[config.mk]
export PLATFORM = sky130hd
export DESIGN_NAME = dac_update_port
export DESIGN_NICKNAME = d
export VERILOG_FILES = /design/src/rtl/dac_if_pkg.sv /design/src/rtl/dac_wr_decode.sv /design/src/rtl/dac_frame_shifter.sv /design/src/rtl/dac_update_port.sv
export SDC_FILE = /design/constraint.sdc
export NUM_CORES = 1
export LEC_CHECK = 0
export ABC_AREA = 1
export BUFFER_PORTS_ARGS = -buffer_cell sky130_fd_sc_hd__buf_4
export CELL_PAD_IN_SITES_DETAIL_PLACEMENT = 0
export CELL_PAD_IN_SITES_GLOBAL_PLACEMENT = 2
export CORE_UTILIZATION = 29
export DETAILED_ROUTE_END_ITERATION = 12
export PLACE_DENSITY_LB_ADDON = 0.1
export SLEW_MARGIN = 20
export SYNTH_ARGS = -nofsm -noshare
export SYNTH_HDL_FRONTEND = slang
export SYNTH_SLANG_ARGS = --single-unit
[constraint.sdc]
create_clock -name clk -period 1.1 [get_ports clk]
set_input_delay 0.275 -clock clk [delete_from_list [all_inputs] [get_ports clk]]
set_output_delay 0.275 -clock clk [all_outputs]
set_load 0.01 [all_outputs]
[src/rtl/dac_if_pkg.sv]
package dac_if_pkg;

  // serial clock phase of the bit being shifted
  typedef enum logic {
    PH_LOW  = 1'b0,
    PH_HIGH = 1'b1
  } sclk_phase_e;

  localparam int BUS_W = 8;

endpackage

[src/rtl/dac_wr_decode.sv]
module dac_wr_decode
  import dac_if_pkg::*;
#(
  parameter int ADDR_W      = 4,
  parameter int LO_ADDR     = 6,
  parameter int HI_ADDR     = 7,
  parameter int CTRL_ADDR   = 0,
  parameter int DAC_RST_BIT = 4,
  parameter int CODE_W      = 12,
  parameter int CH_W        = 2,
  parameter int PAD_W       = 2,
  localparam int FRAME_W    = CH_W + PAD_W + CODE_W
) (
  input  logic               clk,
  input  logic               rst,
  input  logic               wr_en,
  input  logic [ADDR_W-1:0]  wr_addr,
  input  logic [BUS_W-1:0]   wr_data,
  input  logic               busy,
  output logic               launch,
  output logic [FRAME_W-1:0] frame,
  output logic               dac_clr
);

  localparam int HI_W = CODE_W - BUS_W;
  localparam logic [ADDR_W-1:0] LO_A   = ADDR_W'(LO_ADDR);
  localparam logic [ADDR_W-1:0] HI_A   = ADDR_W'(HI_ADDR);
  localparam logic [ADDR_W-1:0] CTRL_A = ADDR_W'(CTRL_ADDR);

  logic [BUS_W-1:0] lo_q;
  logic             hi_wr;
  logic             lo_wr;

  assign dac_clr = wr_en && (wr_addr == CTRL_A) && wr_data[DAC_RST_BIT];
  assign lo_wr   = wr_en && (wr_addr == LO_A);
  assign hi_wr   = wr_en && (wr_addr == HI_A) && !busy && !launch;

  always_ff @(posedge clk) begin
    if (rst || dac_clr) begin
      lo_q   <= '0;
      launch <= 1'b0;
      frame  <= '0;
    end else begin
      launch <= 1'b0;
      if (lo_wr) begin
        lo_q <= wr_data;
      end
      if (hi_wr) begin
        launch <= 1'b1;
        frame  <= {wr_data[BUS_W-1 -: CH_W], {PAD_W{1'b0}}, wr_data[HI_W-1:0], lo_q};
      end
    end
  end

endmodule

[src/rtl/dac_frame_shifter.sv]
module dac_frame_shifter
  import dac_if_pkg::*;
#(
  parameter int FRAME_W  = 16,
  parameter int HALF_DIV = 2,
  localparam int DIV_W   = (HALF_DIV > 1) ? $clog2(HALF_DIV) : 1,
  localparam int BIT_W   = $clog2(FRAME_W)
) (
  input  logic               clk,
  input  logic               clr,
  input  logic               start,
  input  logic [FRAME_W-1:0] frame,
  output logic               active,
  output logic               sclk,
  output logic               sdo
);

  logic [FRAME_W-1:0] shreg;
  logic [DIV_W-1:0]   div_cnt;
  logic [BIT_W-1:0]   bit_cnt;
  sclk_phase_e        phase;
  logic               div_end;
  logic               last_bit;

  assign div_end  = (div_cnt == DIV_W'(HALF_DIV - 1));
  assign last_bit = (bit_cnt == BIT_W'(FRAME_W - 1));

  always_ff @(posedge clk) begin
    if (clr) begin
      active  <= 1'b0;
      shreg   <= '0;
      div_cnt <= '0;
      bit_cnt <= '0;
      phase   <= PH_LOW;
    end else if (!active) begin
      if (start) begin
        active  <= 1'b1;
        shreg   <= frame;
        div_cnt <= '0;
        bit_cnt <= '0;
        phase   <= PH_LOW;
      end
    end else begin
      div_cnt <= div_end ? '0 : div_cnt + 1'b1;
      if (div_end) begin
        if (phase == PH_LOW) begin
          phase <= PH_HIGH;
        end else begin
          phase <= PH_LOW;
          if (last_bit) begin
            active <= 1'b0;
            shreg  <= '0;
          end else begin
            bit_cnt <= bit_cnt + 1'b1;
            shreg   <= {shreg[FRAME_W-2:0], 1'b0};
          end
        end
      end
    end
  end

  assign sclk = (phase == PH_HIGH);
  assign sdo  = shreg[FRAME_W-1];

endmodule

[src/rtl/dac_update_port.sv]
module dac_update_port #(
  parameter int ADDR_W      = 4,
  parameter int LO_ADDR     = 6,
  parameter int HI_ADDR     = 7,
  parameter int CTRL_ADDR   = 0,
  parameter int DAC_RST_BIT = 4,
  parameter int CODE_W      = 12,
  parameter int CH_W        = 2,
  parameter int PAD_W       = 2,
  parameter int HALF_DIV    = 2
) (
  input  logic              clk,
  input  logic              rst,
  input  logic              wr_en,
  input  logic [ADDR_W-1:0] wr_addr,
  input  logic [7:0]        wr_data,
  output logic              busy,
  output logic              dac_cs_n,
  output logic              dac_sclk,
  output logic              dac_sdo
);

  localparam int FRAME_W = CH_W + PAD_W + CODE_W;

  logic               launch;
  logic [FRAME_W-1:0] frame;
  logic               dac_clr;
  logic               active;

  dac_wr_decode #(
    .ADDR_W(ADDR_W), .LO_ADDR(LO_ADDR), .HI_ADDR(HI_ADDR),
    .CTRL_ADDR(CTRL_ADDR), .DAC_RST_BIT(DAC_RST_BIT),
    .CODE_W(CODE_W), .CH_W(CH_W), .PAD_W(PAD_W)
  ) u_decode (
    .clk(clk), .rst(rst), .wr_en(wr_en), .wr_addr(wr_addr),
    .wr_data(wr_data), .busy(active), .launch(launch),
    .frame(frame), .dac_clr(dac_clr)
  );

  dac_frame_shifter #(
    .FRAME_W(FRAME_W), .HALF_DIV(HALF_DIV)
  ) u_shift (
    .clk(clk), .clr(rst | dac_clr), .start(launch), .frame(frame),
    .active(active), .sclk(dac_sclk), .sdo(dac_sdo)
  );

  assign busy     = active;
  assign dac_cs_n = ~active;

endmodule

==> flow_metrics.env <==
export IMPL_synth_top_cell_area_share=0.446
export IMPL_pwr_density_cell_nw_per_um2=1110
export IMPL_grt_overflow_total=0
export IMPL_violations="setup timing"
export IMPL_rr_endpoint="u_shift.shreg[6]"
export IMPL_hold_viol_final=0
export IMPL_rsz0062_at_grt="yes"
export IMPL_hold_path_depth=4
export IMPL_maxCapViolations=0
export IMPL_vias=1961
export IMPL_cp_end_kind="output pin"
export IMPL_cts_sinks=46
export IMPL_syn_avg_cell_area_um2=7.04
export IMPL_grt_use_met2=0.263
export IMPL_synth_area_leaders="dfxtp_1 (45%), nand2_1 (16%), nand3_1 (8.5%)"
export IMPL_antenna_found_initial=0
export IMPL_slew_headroom=0.823
export IMPL_place_ws_ns=-0.174
export IMPL_core_area_um2=6830
export IMPL_p_comb_frac=0.083
export IMPL_synth_area_um2=2060
export IMPL_synth_edf_count=0
export IMPL_cts_max_path_buffers=2
export IMPL_crit_arrival_ns=0.96
export IMPL_boundaryPins=19
export IMPL_synth_nets=309
export IMPL_tightest_slew_ns=0.265
export IMPL_cts_max_level=2
export IMPL_grt_util_met3=0.0286
export IMPL_power_mw=3.22
export IMPL_die_area_um2=7460
export IMPL_hold_start="rst"
export IMPL_drt_vias_per_instance=4.42
export IMPL_grt_pass1_wl_um=8980
export IMPL_cts_tree="done"
export IMPL_pwr_share_clk=0.391
export IMPL_gp_congestion=0.679
export IMPL_grt_util_met1=0.197
export IMPL_reg2reg_from="u_shift.active"
export IMPL_synthToLayoutAreaGrowth_pct=40.9
export IMPL_ys_seq_area_frac=0.446
export IMPL_synthArstFlopShare=0
export IMPL_drc_errors=0
export IMPL_cts_root_buffer="clkbuf_8"
export IMPL_hold_class="in -> reg"
export IMPL_cp_max_fo=4
export IMPL_worstPathRequired_ns=0.82
export IMPL_power_internal_mw=2.49
export IMPL_setup_viol=34
export IMPL_drive_above_1_share=0.310
export IMPL_insertion_delay_ns=0.30
export IMPL_first_global_vias=1956
export IMPL_seq_power_share=0.526
export IMPL_yosysWarningCount=0
export IMPL_fmax_ghz=0.813
export IMPL_synth_top_cell_by_area="dfxtp_1"
export IMPL_wire_per_inst_um=11.4
export IMPL_synth_seq_cells=46
export IMPL_setup_slack_ns=-0.130
export IMPL_status="complete, but fails checks"
export IMPL_finalMaxSlewViolations=0
export IMPL_hold_buffers=0
export IMPL_peakVddDrop_mv=0.496
export IMPL_fin_worst_skew_ns=0.00543
export IMPL_cp_start_kind="register"
export IMPL_synthFlopType="dfxtp_1"
export IMPL_min_to="u_shift.bit_cnt[3]"
export IMPL_die_w_um=86.3
export IMPL_busiest_layer="met2"
export IMPL_r2r_cells=7
export IMPL_first_iter_violations=67
export IMPL_p_leak_nw=1.21
export IMPL_min_period_ns=1.23
export IMPL_ys_types=23
export IMPL_syn_inst=293
export IMPL_reg2reg_setup_slack_ns=-0.04
export IMPL_grt_usage=0.153
export IMPL_min_period_over_period=1.12
export IMPL_numCtsBuffers=5
export IMPL_fin_nets=363
export IMPL_clk_pin_slew_worst_paths_ns=0.09
export IMPL_port_buffers=18
export IMPL_worstSetupPathType="reg -> out"
export IMPL_fp_row_count=30
export IMPL_dp_hpwl_um=3780
export IMPL_p_sw_uw=724
export IMPL_grt_start_max_net_pins=22
export IMPL_switching_share=0.225
export IMPL_ant_nets=0
export IMPL_wirelength_um=5050
export IMPL_die_h_um=86.3
export IMPL_initial_core_util=0.302
export IMPL_first_pass_iters=4
export IMPL_n_antenna_cell=0
-- power groups by stage --
| stage | sequential [mW] | combinational [mW] | clock (mW) |
|---|---|---|---|
| finish | 1.69 | 0.267 | 1.26 |
| global route | 1.69 | 0.302 | 1.37 |
| CTS | 1.69 | 0.263 | 1.32 |
| detailed placement | 1.73 | 0.250 | 0 |
| global placement | 1.73 | 0.251 | 0 |
| floorplan | 1.73 | 0.124 | 0 |
-- worst max-delay path: stages (launching register included) --
cell and delay (ns):
dfxtp_4 0.38, inv_4 0.05, buf_8 0.12, buf_6 0.11
-- cell families (layout without fill, tap and decap cells) --
group / count (synthesis) / count (layout) / share of synthesized area
flops: 46 / 46 / 0.446
fa+ha+maj: 1 / 1 / 0.00606
buf+inv: 28 / 83 / 0.0661
compound gates: 27 / 27 / 0.0655
simple gates: 191 / 191 / 0.416
-- registers in the layout, summed over array words and instances, names as in the netlist --
signal           count
u_shift.shreg       16
u_decode.frame      14
u_decode.lo_q        8
u_shift.bit_cnt      4
u_decode.launch      1
u_shift.active       1
u_shift.div_cnt      1
u_shift.sclk         1
-- worst max-delay path by stage --
stage              startpoint                end  slack (ns)
4_1_cts        u_shift.active           dac_cs_n       -0.15
5_1_grt        u_shift.active           dac_cs_n       -0.16
2_1_floorplan  u_shift.active  u_shift.shreg[10]       -0.02
3_3_place_gp       wr_addr[1]  u_decode.frame[5]       -0.17
3_5_place_dp       wr_addr[3]  u_decode.frame[2]       -0.17
6_report       u_shift.active           dac_cs_n       -0.13
-- through the flow --
stage	TNS (ns)	util	hold slack [ns]	std cells	cell area [um2]
after floorplan	-0.224	-	0.436	293	2100
after global placement	-5.48	0.378	0.448	430	2580
after detailed placement	-5.26	0.378	0.451	430	2580
after CTS	-1.31	0.409	0.224	442	2790
after global routing	-3.74	0.426	0.248	444	2910
final	-0.983	0.426	0.233	444	2910
-- synth_stat cells, types with 2 or more instances --
| library cell | number |
|---|---|
| inv_2 | 4 |
| buf_2 | 10 |
| nand3b_1 | 14 |
| inv_1 | 9 |
| nor2_1 | 42 |
| nand2_1 | 90 |
| a21oi_1 | 24 |
| buf_4 | 3 |
| o21ai_0 | 3 |
| nand3_1 | 35 |
| dfxtp_1 | 46 |
| nand2_4 | 2 |
-- final cells by class --
class / instances / area, um2
clock buffers: 6 / 72.6
clock inverters: 2 / 37.5
fillers: 750 / 3920
inverters: 14 / 62.6
multi-input cells: 219 / 1130
flip-flops and latches: 46 / 932
well taps: 96 / 120
repair buffers: 60 / 548
repair inverters: 1 / 7.51
-- routing by layer --
| layer | wire (um) | vias to the layer above |
|---|---|---|
| li1 | - | 1055 |
| met1 | 2430 | 881 |
| met2 | 2460 | 20 |
| met3 | 111 | 5 |
| met4 | 44 | 0 |
| met5 | 0 | - |
-- cells in the final DEF (no fill, tap or decap), types with 2 or more instances in the layout --
| cell type | instances |
|---|---|
| nand2_1 | 84 |
| buf_4 | 45 |
| dfxtp_1 | 41 |
| nor2_1 | 37 |
| nand3_1 | 28 |
| a21oi_1 | 21 |
| nand3b_1 | 14 |
| inv_1 | 8 |
| buf_6 | 8 |
| nand3_2 | 6 |
| nand2_2 | 5 |
| nor2_2 | 5 |
| clkbuf_8 | 5 |
| nand2_4 | 4 |
| buf_8 | 4 |
| a21oi_2 | 3 |
| buf_12 | 3 |
| dfxtp_2 | 3 |
| inv_4 | 2 |
| o21ai_0 | 2 |
| inv_2 | 2 |
| nor2_4 | 2 |
| clkinvlp_4 | 2 |
| dfxtp_4 | 2 |
-- what timing repair did --
action | in CTS | in global routing
endpoints found under the setup margin | 37 | 39
cloned | 1 | 0
pin swaps | 4 | 10
gates resized for setup | 21 | 29
buffers inserted | 3 | 2
(Power assumes the default switching activity.)
